## config.mk

```make
export PLATFORM = sky130hd
export DESIGN_NAME = marker_poller
export DESIGN_NICKNAME = d
export VERILOG_FILES = /design/src/rtl/mp_pkg.sv /design/src/rtl/mp_budget.sv /design/src/rtl/mp_poll_fsm.sv /design/src/rtl/marker_poller.sv
export SDC_FILE = /design/constraint.sdc
export NUM_CORES = 1
export LEC_CHECK = 0
export ABC_CLOCK_PERIOD_IN_PS = 52300
export CELL_PAD_IN_SITES_DETAIL_PLACEMENT = 0
export CELL_PAD_IN_SITES_GLOBAL_PLACEMENT = 1
export CORE_ASPECT_RATIO = 1.5
export CORE_MARGIN = 5
export CORE_UTILIZATION = 35
export DETAILED_ROUTE_END_ITERATION = 10
export DONT_BUFFER_PORTS = 1
export GPL_ROUTABILITY_DRIVEN = 0
export HOLD_SLACK_MARGIN = 0.08
export PLACE_DENSITY = 0.74
export SYNTH_ARGS = -nofsm -noshare
export SYNTH_HDL_FRONTEND = slang
export SYNTH_SLANG_ARGS = --single-unit
```

## constraint.sdc

```tcl
create_clock -name clk -period 52.3 [get_ports clk]
set_clock_uncertainty 0.15 [all_clocks]
set_input_delay 2.615 -clock clk [delete_from_list [all_inputs] [get_ports clk]]
set_output_delay 2.615 -clock clk [all_outputs]
set_load 0.02 [all_outputs]
```

## src/rtl/mp_pkg.sv

```systemverilog
package mp_pkg;
  localparam logic [31:0] SENTINEL = 32'hABCD_EF01;

  typedef enum logic [3:0] {
    ST_IDLE,
    ST_WAIT,
    ST_RD_REQ,
    ST_RD_WAIT,
    ST_CLR_SLOT,
    ST_RESEED,
    ST_ACK_RX,
    ST_ACK_TX
  } poll_state_t;
endpackage

```

## src/rtl/mp_budget.sv

```systemverilog
module mp_budget #(
  parameter int CNT_W     = 12,
  parameter int GEN0_MUL  = 4,
  parameter int GEN1_MUL  = 2,
  parameter int EMU_SCALE = 100000,
  parameter int D2D_DIV   = 200,
  parameter int D2D_FIRST = 10,
  localparam int EST_W = CNT_W + 3,
  localparam int LIM_W = EST_W + $clog2(EMU_SCALE) + 1
) (
  input  logic [CNT_W-1:0] count,
  input  logic             emu,
  input  logic             d2d,
  input  logic             gen,
  output logic [EST_W-1:0] first_wait,
  output logic [LIM_W-1:0] limit
);
  logic [EST_W-1:0] est;
  logic [EST_W-1:0] mul;
  logic [LIM_W-1:0] scaled;
  logic [LIM_W-1:0] bud;

  always_comb begin
    mul = gen ? EST_W'(GEN1_MUL) : EST_W'(GEN0_MUL);
    if (count == '0)
      est = '0;
    else
      est = mul * EST_W'(count - 1'b1);
    scaled     = emu ? LIM_W'(est) * LIM_W'(EMU_SCALE) : LIM_W'(est);
    bud        = d2d ? scaled / LIM_W'(D2D_DIV) : scaled;
    limit      = bud + LIM_W'(1);
    first_wait = d2d ? EST_W'(D2D_FIRST) : est;
  end
endmodule

```

## src/rtl/mp_poll_fsm.sv

```systemverilog
module mp_poll_fsm
  import mp_pkg::*;
#(
  parameter int CNT_W = 12,
  parameter int EST_W = CNT_W + 3,
  parameter int LIM_W = 33
) (
  input  logic             clk,
  input  logic             rst,
  input  logic             start,
  input  logic [CNT_W-1:0] start_count,
  input  logic [EST_W-1:0] first_wait,
  input  logic [LIM_W-1:0] limit,
  input  logic             tick,
  output logic             mem_req,
  output logic             mem_we,
  output logic             mem_addr,
  output logic [31:0]      mem_wdata,
  input  logic [31:0]      mem_rdata,
  input  logic             mem_rvalid,
  output logic             ack_valid,
  output logic             ack_ring,
  output logic [CNT_W-1:0] ack_count,
  output logic             busy,
  output logic             busy_err,
  output logic             done,
  output logic             timeout
);
  poll_state_t      state;
  logic [CNT_W-1:0] cnt_q;
  logic [EST_W-1:0] fw_q;
  logic [LIM_W-1:0] lim_q;
  logic [LIM_W-1:0] polls_q;
  logic             done_q, to_q, berr_q;

  always_ff @(posedge clk) begin
    if (rst) begin
      state   <= ST_IDLE;
      cnt_q   <= '0;
      fw_q    <= '0;
      lim_q   <= '0;
      polls_q <= '0;
      done_q  <= 1'b0;
      to_q    <= 1'b0;
      berr_q  <= 1'b0;
    end else begin
      berr_q <= start && (state != ST_IDLE);
      case (state)
        ST_IDLE: if (start) begin
          cnt_q   <= start_count;
          fw_q    <= first_wait;
          lim_q   <= limit;
          polls_q <= '0;
          done_q  <= 1'b0;
          to_q    <= 1'b0;
          state   <= ST_WAIT;
        end
        ST_WAIT: if (tick) begin
          if (fw_q == '0) state <= ST_RD_REQ;
          else            fw_q  <= fw_q - 1'b1;
        end
        ST_RD_REQ: state <= ST_RD_WAIT;
        ST_RD_WAIT: if (mem_rvalid) begin
          if (mem_rdata == SENTINEL) begin
            state <= ST_CLR_SLOT;
          end else if ((polls_q + LIM_W'(1)) == lim_q) begin
            to_q  <= 1'b1;
            state <= ST_IDLE;
          end else begin
            polls_q <= polls_q + LIM_W'(1);
            state   <= ST_WAIT;
          end
        end
        ST_CLR_SLOT: state <= ST_RESEED;
        ST_RESEED:   state <= ST_ACK_RX;
        ST_ACK_RX:   state <= ST_ACK_TX;
        ST_ACK_TX: begin
          done_q <= 1'b1;
          state  <= ST_IDLE;
        end
        default: state <= ST_IDLE;
      endcase
    end
  end

  assign mem_req   = (state == ST_RD_REQ) || (state == ST_CLR_SLOT) || (state == ST_RESEED);
  assign mem_we    = (state == ST_CLR_SLOT) || (state == ST_RESEED);
  assign mem_addr  = (state != ST_RESEED);
  assign mem_wdata = (state == ST_RESEED) ? SENTINEL : 32'd0;
  assign ack_valid = (state == ST_ACK_RX) || (state == ST_ACK_TX);
  assign ack_ring  = (state == ST_ACK_TX);
  assign ack_count = cnt_q;
  assign busy      = (state != ST_IDLE);
  assign busy_err  = berr_q;
  assign done      = done_q;
  assign timeout   = to_q;

  // a poll read only follows a tick, and never two reads back to back
  assert_read_after_tick_R2: assert property (@(posedge clk) disable iff (rst)
    (mem_req && !mem_we) |-> $past(tick));
  assert_one_outstanding_R2: assert property (@(posedge clk) disable iff (rst)
    (mem_req && !mem_we) |=> !(mem_req && !mem_we));
  // the re-seed of word 0 directly follows clearing the poll slot
  assert_clear_before_reseed_R5: assert property (@(posedge clk) disable iff (rst)
    (mem_req && mem_we && !mem_addr) |-> $past(mem_req && mem_we && mem_addr && mem_wdata == 32'd0));
  // transmit acknowledge directly follows receive acknowledge, same count
  assert_rx_before_tx_R6: assert property (@(posedge clk) disable iff (rst)
    (ack_valid && ack_ring) |-> ($past(ack_valid && !ack_ring) && $stable(ack_count)));
  assert_done_after_ack_R6: assert property (@(posedge clk) disable iff (rst)
    $rose(done) |-> $past(ack_valid && ack_ring));
  // timeout only rises right after a returned poll word
  assert_timeout_on_read_R7: assert property (@(posedge clk) disable iff (rst)
    $rose(timeout) |-> $past(mem_rvalid && state == ST_RD_WAIT));
  // exclusive status
  assert_status_exclusive_R8: assert property (@(posedge clk) disable iff (rst)
    !(done && timeout));
  // busy error only for a start seen while busy
  assert_busy_err_cause_R9: assert property (@(posedge clk) disable iff (rst)
    busy_err |-> $past(start && busy));
endmodule

```

## src/rtl/marker_poller.sv

```systemverilog
module marker_poller #(
  parameter int CNT_W     = 12,
  parameter int GEN0_MUL  = 4,
  parameter int GEN1_MUL  = 2,
  parameter int EMU_SCALE = 100000,
  parameter int D2D_DIV   = 200,
  parameter int D2D_FIRST = 10
) (
  input  logic             clk,
  input  logic             rst,
  input  logic             start,
  input  logic [CNT_W-1:0] start_count,
  input  logic             start_emu,
  input  logic             start_d2d,
  input  logic             start_gen,
  input  logic             tick,
  output logic             mem_req,
  output logic             mem_we,
  output logic             mem_addr,
  output logic [31:0]      mem_wdata,
  input  logic [31:0]      mem_rdata,
  input  logic             mem_rvalid,
  output logic             ack_valid,
  output logic             ack_ring,
  output logic [CNT_W-1:0] ack_count,
  output logic             busy,
  output logic             busy_err,
  output logic             done,
  output logic             timeout
);
  localparam int EST_W = CNT_W + 3;
  localparam int LIM_W = EST_W + $clog2(EMU_SCALE) + 1;

  logic [EST_W-1:0] fw_w;
  logic [LIM_W-1:0] lim_w;

  mp_budget #(
    .CNT_W(CNT_W), .GEN0_MUL(GEN0_MUL), .GEN1_MUL(GEN1_MUL),
    .EMU_SCALE(EMU_SCALE), .D2D_DIV(D2D_DIV), .D2D_FIRST(D2D_FIRST)
  ) u_budget (
    .count(start_count), .emu(start_emu), .d2d(start_d2d), .gen(start_gen),
    .first_wait(fw_w), .limit(lim_w)
  );

  mp_poll_fsm #(.CNT_W(CNT_W), .EST_W(EST_W), .LIM_W(LIM_W)) u_fsm (
    .clk(clk), .rst(rst), .start(start), .start_count(start_count),
    .first_wait(fw_w), .limit(lim_w), .tick(tick),
    .mem_req(mem_req), .mem_we(mem_we), .mem_addr(mem_addr), .mem_wdata(mem_wdata),
    .mem_rdata(mem_rdata), .mem_rvalid(mem_rvalid),
    .ack_valid(ack_valid), .ack_ring(ack_ring), .ack_count(ack_count),
    .busy(busy), .busy_err(busy_err), .done(done), .timeout(timeout)
  );
endmodule

```

After elaboration in Yosys (flattened, before gate mapping)
Index checks and enable logic that the tools add are counted.
{"block": "word_totals", "regBits": 100, "input_bits": 52, "output_inout_bits": 53, "word_cells": 79}
{"block": "op_classes", "addsub": 4, "mul": 2, "n_div": 1, "n_eq_ne": 18, "n_mux": 28, "reduce_logical": 18}
{"cell": "33-bit two-way mux", "n": 5}
{"cell": "15-bit two-way mux", "n": 5}
{"cell": "33-bit by 1-bit adder with 33-bit output (second input constant)", "n": 2}
{"cell": "33-bit one-hot mux with 2 select lines", "n": 1}
{"cell": "32-bit two-way mux", "n": 2}
{"cell": "33-bit by 8-bit divider with 33-bit output (second input constant)", "n": 1}
{"cell": "33-bit equality test", "n": 1}
{"cell": "32-bit equality test (second input constant)", "n": 1}
{"cell": "15-bit one-hot mux with 2 select lines", "n": 1}
{"cell": "4-bit one-hot mux with 7 select lines", "n": 1}
{"cell": "15-bit by 12-bit multiplier with 27-bit output (second input constant)", "n": 1}
{"cell": "4-bit two-way mux", "n": 5}
{"cell": "4-bit by 3-bit equality test with 1-bit output (second input constant)", "n": 4}
{"cell": "15-bit logical NOT", "n": 1}
{"cell": "15-bit by 15-bit multiplier with 15-bit output", "n": 1}
{"cell": "15-bit by 1-bit subtractor with 15-bit output (second input constant)", "n": 1}
{"cell": "12-bit by 1-bit subtractor with 13-bit output (second input constant)", "n": 1}
{"cell": "12-bit logical NOT", "n": 1}
{"cell": "2-bit != test (second input constant)", "n": 6}
{"cell": "5-bit AND reduction", "n": 2}
{"cell": "4-bit by 2-bit equality test with 1-bit output (second input constant)", "n": 2}
{"cell": "4-bit AND reduction", "n": 2}
{"cell": "2-bit nonzero test", "n": 3}
{"cell": "1-bit two-way mux", "n": 5}
{"cell": "other kinds (10)", "n": 16}

Logic depth before layout (Yosys ltp)
{"block": "logic_depth", "depth_word": 8, "ltp_mapped": 103, "mapped_depth_nobuf": 92}

Cells and area by module
Synthesis repeated with hierarchy kept, for this count alone.
{"block": "hier_totals", "hier_cells": 2313, "area_unflattened_um2": 16950.0}
{"mod": "mp_budget", "n_inst": 1, "cells_per_inst": 1546, "area_per_inst_um2": 10959.3}
{"mod": "mp_poll_fsm", "n_inst": 1, "cells_per_inst": 767, "area_per_inst_um2": 5990.7}

Worst setup path after synthesis
Ideal clock, no wire load.
{"block": "synth_timing", "path_kind": "input-to-reg", "startpoint": "in start_count[0]", "endpoint": "reg u_fsm.lim_q[20]", "arrival_ns": 23.990, "slack_ns": 28.033, "cell_stages": 92, "path_buffers": 2, "cell_sequence": "inv_1 > ha_1 > nor3b_1 > nand2_1 > nor2_1 > nand2_1 > o22a_1 > o21ai_0 > a31oi_1 > nand3b_1 > nor2_1 > and3_1 > a21oi_1 > xnor2_1 > nand2_1 > inv_1 > ha_1 > ha_1 > (+56 left out) > a21oi_2 > o211ai_4 > a311o_1 > o2bb2ai_1 > mux4_2 > o221a_2 > o31ai_1 > nand3_1 > and2_1 > ha_1 > inv_1 > nor4_1 > nor2b_1 > nand2_1 > xor2_1 > nor2_1 > a21oi_1 > nor2_1"}
{"block": "synth_between", "elab_chain_len": 8, "word_cells_on_any_way": 9}
{"element": "from (decl)", "line": "marker_poller.sv:12", "rtl": "input logic [CNT_W-1:0] start_count,"}
{"element": "12-bit by 1-bit subtractor with 13-bit output", "line": "mp_budget.sv:28", "rtl": "est = mul * EST_W'(count - 1'b1);"}
{"element": "15-bit by 15-bit multiplier with 15-bit output", "line": "mp_budget.sv:28"}
{"element": "15-bit two-way mux (*)", "line": "mp_budget.sv:25", "rtl": "if (count == '0)"}
{"element": "15-bit by 12-bit multiplier with 27-bit output", "line": "mp_budget.sv:29", "rtl": "scaled = emu ? LIM_W'(est) * LIM_W'(EMU_SCALE) : LIM_W'(est);"}
{"element": "32-bit two-way mux (*)", "line": "mp_budget.sv:29"}
{"element": "33-bit by 8-bit divider with 33-bit output", "line": "mp_budget.sv:30", "rtl": "bud = d2d ? scaled / LIM_W'(D2D_DIV) : scaled;"}
{"element": "33-bit two-way mux (*)", "line": "mp_budget.sv:30"}
{"element": "33-bit by 1-bit adder with 33-bit output (*)", "line": "mp_budget.sv:31", "rtl": "limit = bud + LIM_W'(1);"}
{"element": "to (signal assigned)", "line": "mp_poll_fsm.sv:52", "rtl": "lim_q <= limit;"}
{"element": "to (decl)", "line": "mp_poll_fsm.sv:32", "rtl": "logic [LIM_W-1:0] lim_q;"}
Mark *: on every way between the ends. The rest lies on a longest branch, timed or not.
A chain may end at the register's enable or synchronous reset.

Final worst setup path
Ends and elaborated chain as after synthesis.

==> summary.md <==
In the final layout, the share of cells above drive strength 1 is 5.226%. dfxtp_1 takes more of the synthesized area than any other cell. The overall routing resource usage was 18.70%.

Summing over every cut layer, the via total after detailed routing is 16614. The region available for standard cell placement spans 45520 µm². The tools report the total number of nets in the final design as 2327. The endpoint identified for the worst register-to-register timing path is u_fsm.polls_q[1]. The synthesis-stage register bit count was 99.

Yosys printed 0 warnings. The logs give 36.37% for the final design utilization and 35.26 MHz for the achievable frequency. The synthesized netlist occupies a cell area of 16020 µm².

The critical path ends at u_fsm.lim_q[20]. The x dimension of the die came out at 184.7 µm. The floorplan step set the die height to 272.0 µm. Ranked by total cell area, the synthesized netlist is headed by dfxtp_1 12%, ha_1 7.9%, nand2_1 5.6%. The number of gates on the worst path with buffers counted came out at 88. The tools report the via count of the first global-routing pass as 15941. The number of antenna violations at the first check in global routing is 0. The cell that appears most often on the critical path is nor2_1. 105 I/O pins were placed. The average via count per standard cell works out to 6.083.

The tree built by TritonCTS fans out to 99 sinks. The relative area change from synthesis to final layout came out at 3.342%. Dividing the final minimum period by the clock period gives 54.22%. Data arrives at the worst endpoint at 28450 ps. The later-pin clock latency in the skew report is 350 ps, and the share of flip-flops with an asynchronous set or reset is 0%. The tools report the startpoint of the worst-slack reg-to-reg timing path as u_fsm.polls_q[0]. For this design, the slowest cell found on the critical path is a211oi_1. The worst setup path is launched from an input port. Number of cells on the worst reg-to-reg path: 24. Synthesis produced a netlist whose cell count is 2228. The tools report the number of distinct library cell variants in the gate-level netlist after synthesis as 125. The repair_antennas step left the layout with diodes totalling 0. In the final routed layout, each cell accounts on average for 18.01 µm. After clock tree synthesis, the clock-pin slew on the worst setup and hold paths is 70 ps. The global-route layer with the greatest usage is met2.

In this run the number of H-tree levels came out at 3. The run gives 16290 µm² as the placed standard-cell area. Tracing the worst setup path back leads to its startpoint at start_count[0]. The worst setup path is captured at a register. For this run, global-route usage on met2 was measured as 35.86%.

The clock tree buffer depth was 2; the hold-fix buffer count after cts was 0. The most instantiated flip-flop cell in the synthesis netlist was dfxtp_1. At the worst endpoint, the required time is 52390 ps.

The final HPWL from detailed placement was 38.77 mm. The flow ran to the end, and the final reports show no timing, DRC or antenna violations. The tool flagged a number of max-cap violations equal to 0. The master cell of the clock root buffer was clkbuf_16. The register-to-register setup slack was 45680 ps. In the routed design, unresolved DRC markers number 0.

After routing, the total negative slack on setup checks comes to 0 ps. The number of I/O port buffers is 0, and the site row count is 96. The time the worst path needs with I/O delays and setup works out to 28360 ps. By startpoint and endpoint, the worst setup path is classified as input port to register. For this run the aggregate overflow at the end of global routing stands at 0. The top-area cell type share of the netlist area works out to 12.37%. In the global route stage, met1 resource usage came out at 21.70%. The number of buffers created by CTS was 9; the post-route cell area was 16560 µm². In this run the remaining antenna-violating nets after routing total 0. The final max-slew violation count was 0. Setup violations remaining at the end of the flow were counted as 0.

The worst hold path passes through 2 cells. The number of hold violations in the final report is 0, and the slew at the pin closest to its max-slew limit is 1247 ps. Largest fanout of any net on the critical path: 12. The layout has 4807 filler cells. Entering global routing, the biggest net connects 101 pins. The number of setup buffers added after CTS is 0. The global-route wire length before repair was 80.36 mm.

The worst min-delay path category was register to register. Sequential elements use 12.37% of the synthesized area. Once the clock tree was built, the resizer swapped 0 gates to a different size. Leaving out fill and tap cells, the most frequent cells in the layout are 239 x nand2_1, 198 x nor2_1, 159 x a21oi_1.

In this run the mean area of a mapped cell was 7.191 µm². The die covers 50240 µm². For this run, the detailed router's first-pass iteration total came to 5. The logs give 16.34% for the relative slew slack and 49.18 mm for the total routed wirelength. For this block, the initial DRC count from the detailed router was 1082. The cell family contributing the most delay on the critical path is compound AO/OA/AOI/OAI gates. The buffer and inverter count on the worst path is 4. For this run, the slowest stage of the critical path takes 1000 ps.

Once the floorplan was initialized, standard cells occupied 35.19% of the core. TritonCTS built the clock tree. Yosys mapped a number of flops with a built-in enable equal to 0. Setup repair after global routing left no endpoint under its margin. The met3 routing resource usage after global routing was 1.323%. The most frequent standard cell in the layout excluding fill and tap cells was nand2_1. Final hold analysis gives a worst-case slack of 307.5 ps.
## registers in the layout, summed over array words and instances (netlist names)
name	cells
u_fsm.polls_q	33
u_fsm.busy_err	1
u_fsm.done	1
u_fsm.lim_q	33
u_fsm.timeout	1
u_fsm.ack_count	12
u_fsm.state	3
u_fsm.fw_q	15
## kinds of logic after synthesis
logic type / Yosys count / synth area share (%)
multiplexers: 30 / 2.030
adder cells (fa/ha/maj): 137 / 12.39
flip-flops: 99 / 12.37
buffers and inverters: 245 / 6.544
AO/OA/AOI/OAI: 722 / 32.42
AND/OR/NAND/NOR: 862 / 26.87
XOR/XNOR: 132 / 7.356
other: 1 / 0.02341
## worst min-delay path by stage
| stage | startpoint | endpoint |
|---|---|---|
| floorplan | u_fsm.lim_q[12] | u_fsm.lim_q[12] |
| global placement | u_fsm.lim_q[12] | u_fsm.lim_q[12] |
| detailed placement | u_fsm.lim_q[8] | u_fsm.lim_q[8] |
| CTS | u_fsm.lim_q[8] | u_fsm.lim_q[8] |
| global route | u_fsm.lim_q[5] | u_fsm.lim_q[5] |
| finish | u_fsm.lim_q[12] | u_fsm.lim_q[12] |
## stage by stage
stage / setup slack (ps) / cells
after global routing: 22040 / 2731
after floorplan: 28030 / 2244
after global placement: 24360 / 2715
final: 23940 / 2731
after detailed placement: 24040 / 2715
after CTS: 24380 / 2731
## worst reg2reg max path, delay by kind of cell, from the launching register on
family                     cells  cell delay [ps]
AOI/OAI and AO/OA              2              720
xor gates and xnor gates       2              380
adders and majority gates      1              260
buffers and inverters          2              910
DFF                            1              410
and+or+nand+nor               17             3680
## Yosys cell counts, drive strengths merged, types with 16 or more instances
cell type,count
clkbuf,76
xnor2,95
a22oi,32
xor2,37
o22ai,20
inv,118
a211oi,38
nor2,200
nand4,24
dfxtp,99
o21a,23
mux2i,22
nand2b,17
o211ai,38
nand3,72
buf,50
fa,36
or2,19
and2,36
nor4,28
or3,26
o31ai,16
a31oi,33
o21ai,146
and3,59
nand2,240
a21oi,166
o311ai,16
ha,101
a21o,18
nand3b,31
nor3,61
## metal layers
metal	up-vias	share of wire, %
li1	8061	-
met1	7923	41
met2	522	53
met3	108	3.7
met4	0	3.1
met5	-	0
## area by class of cell
| class | instances | area, µm² | area share (%) |
|---|---|---|---|
| clock inverters | 5 | 37.54 | 0.2267 |
| inverters | 119 | 447.9 | 2.705 |
| repair buffers | 9 | 67.56 | 0.4081 |
| well taps | 588 | 735.7 | 4.443 |
| clock buffers | 11 | 232.7 | 1.406 |
| flip-flops and latches | 99 | 1982 | 11.97 |
| multi-input cells | 1900 | 13050 | 78.84 |
Power is left out: the tool's default activity adds up to more than one toggle a clock period on the data nets, which glitch-free logic cannot reach.
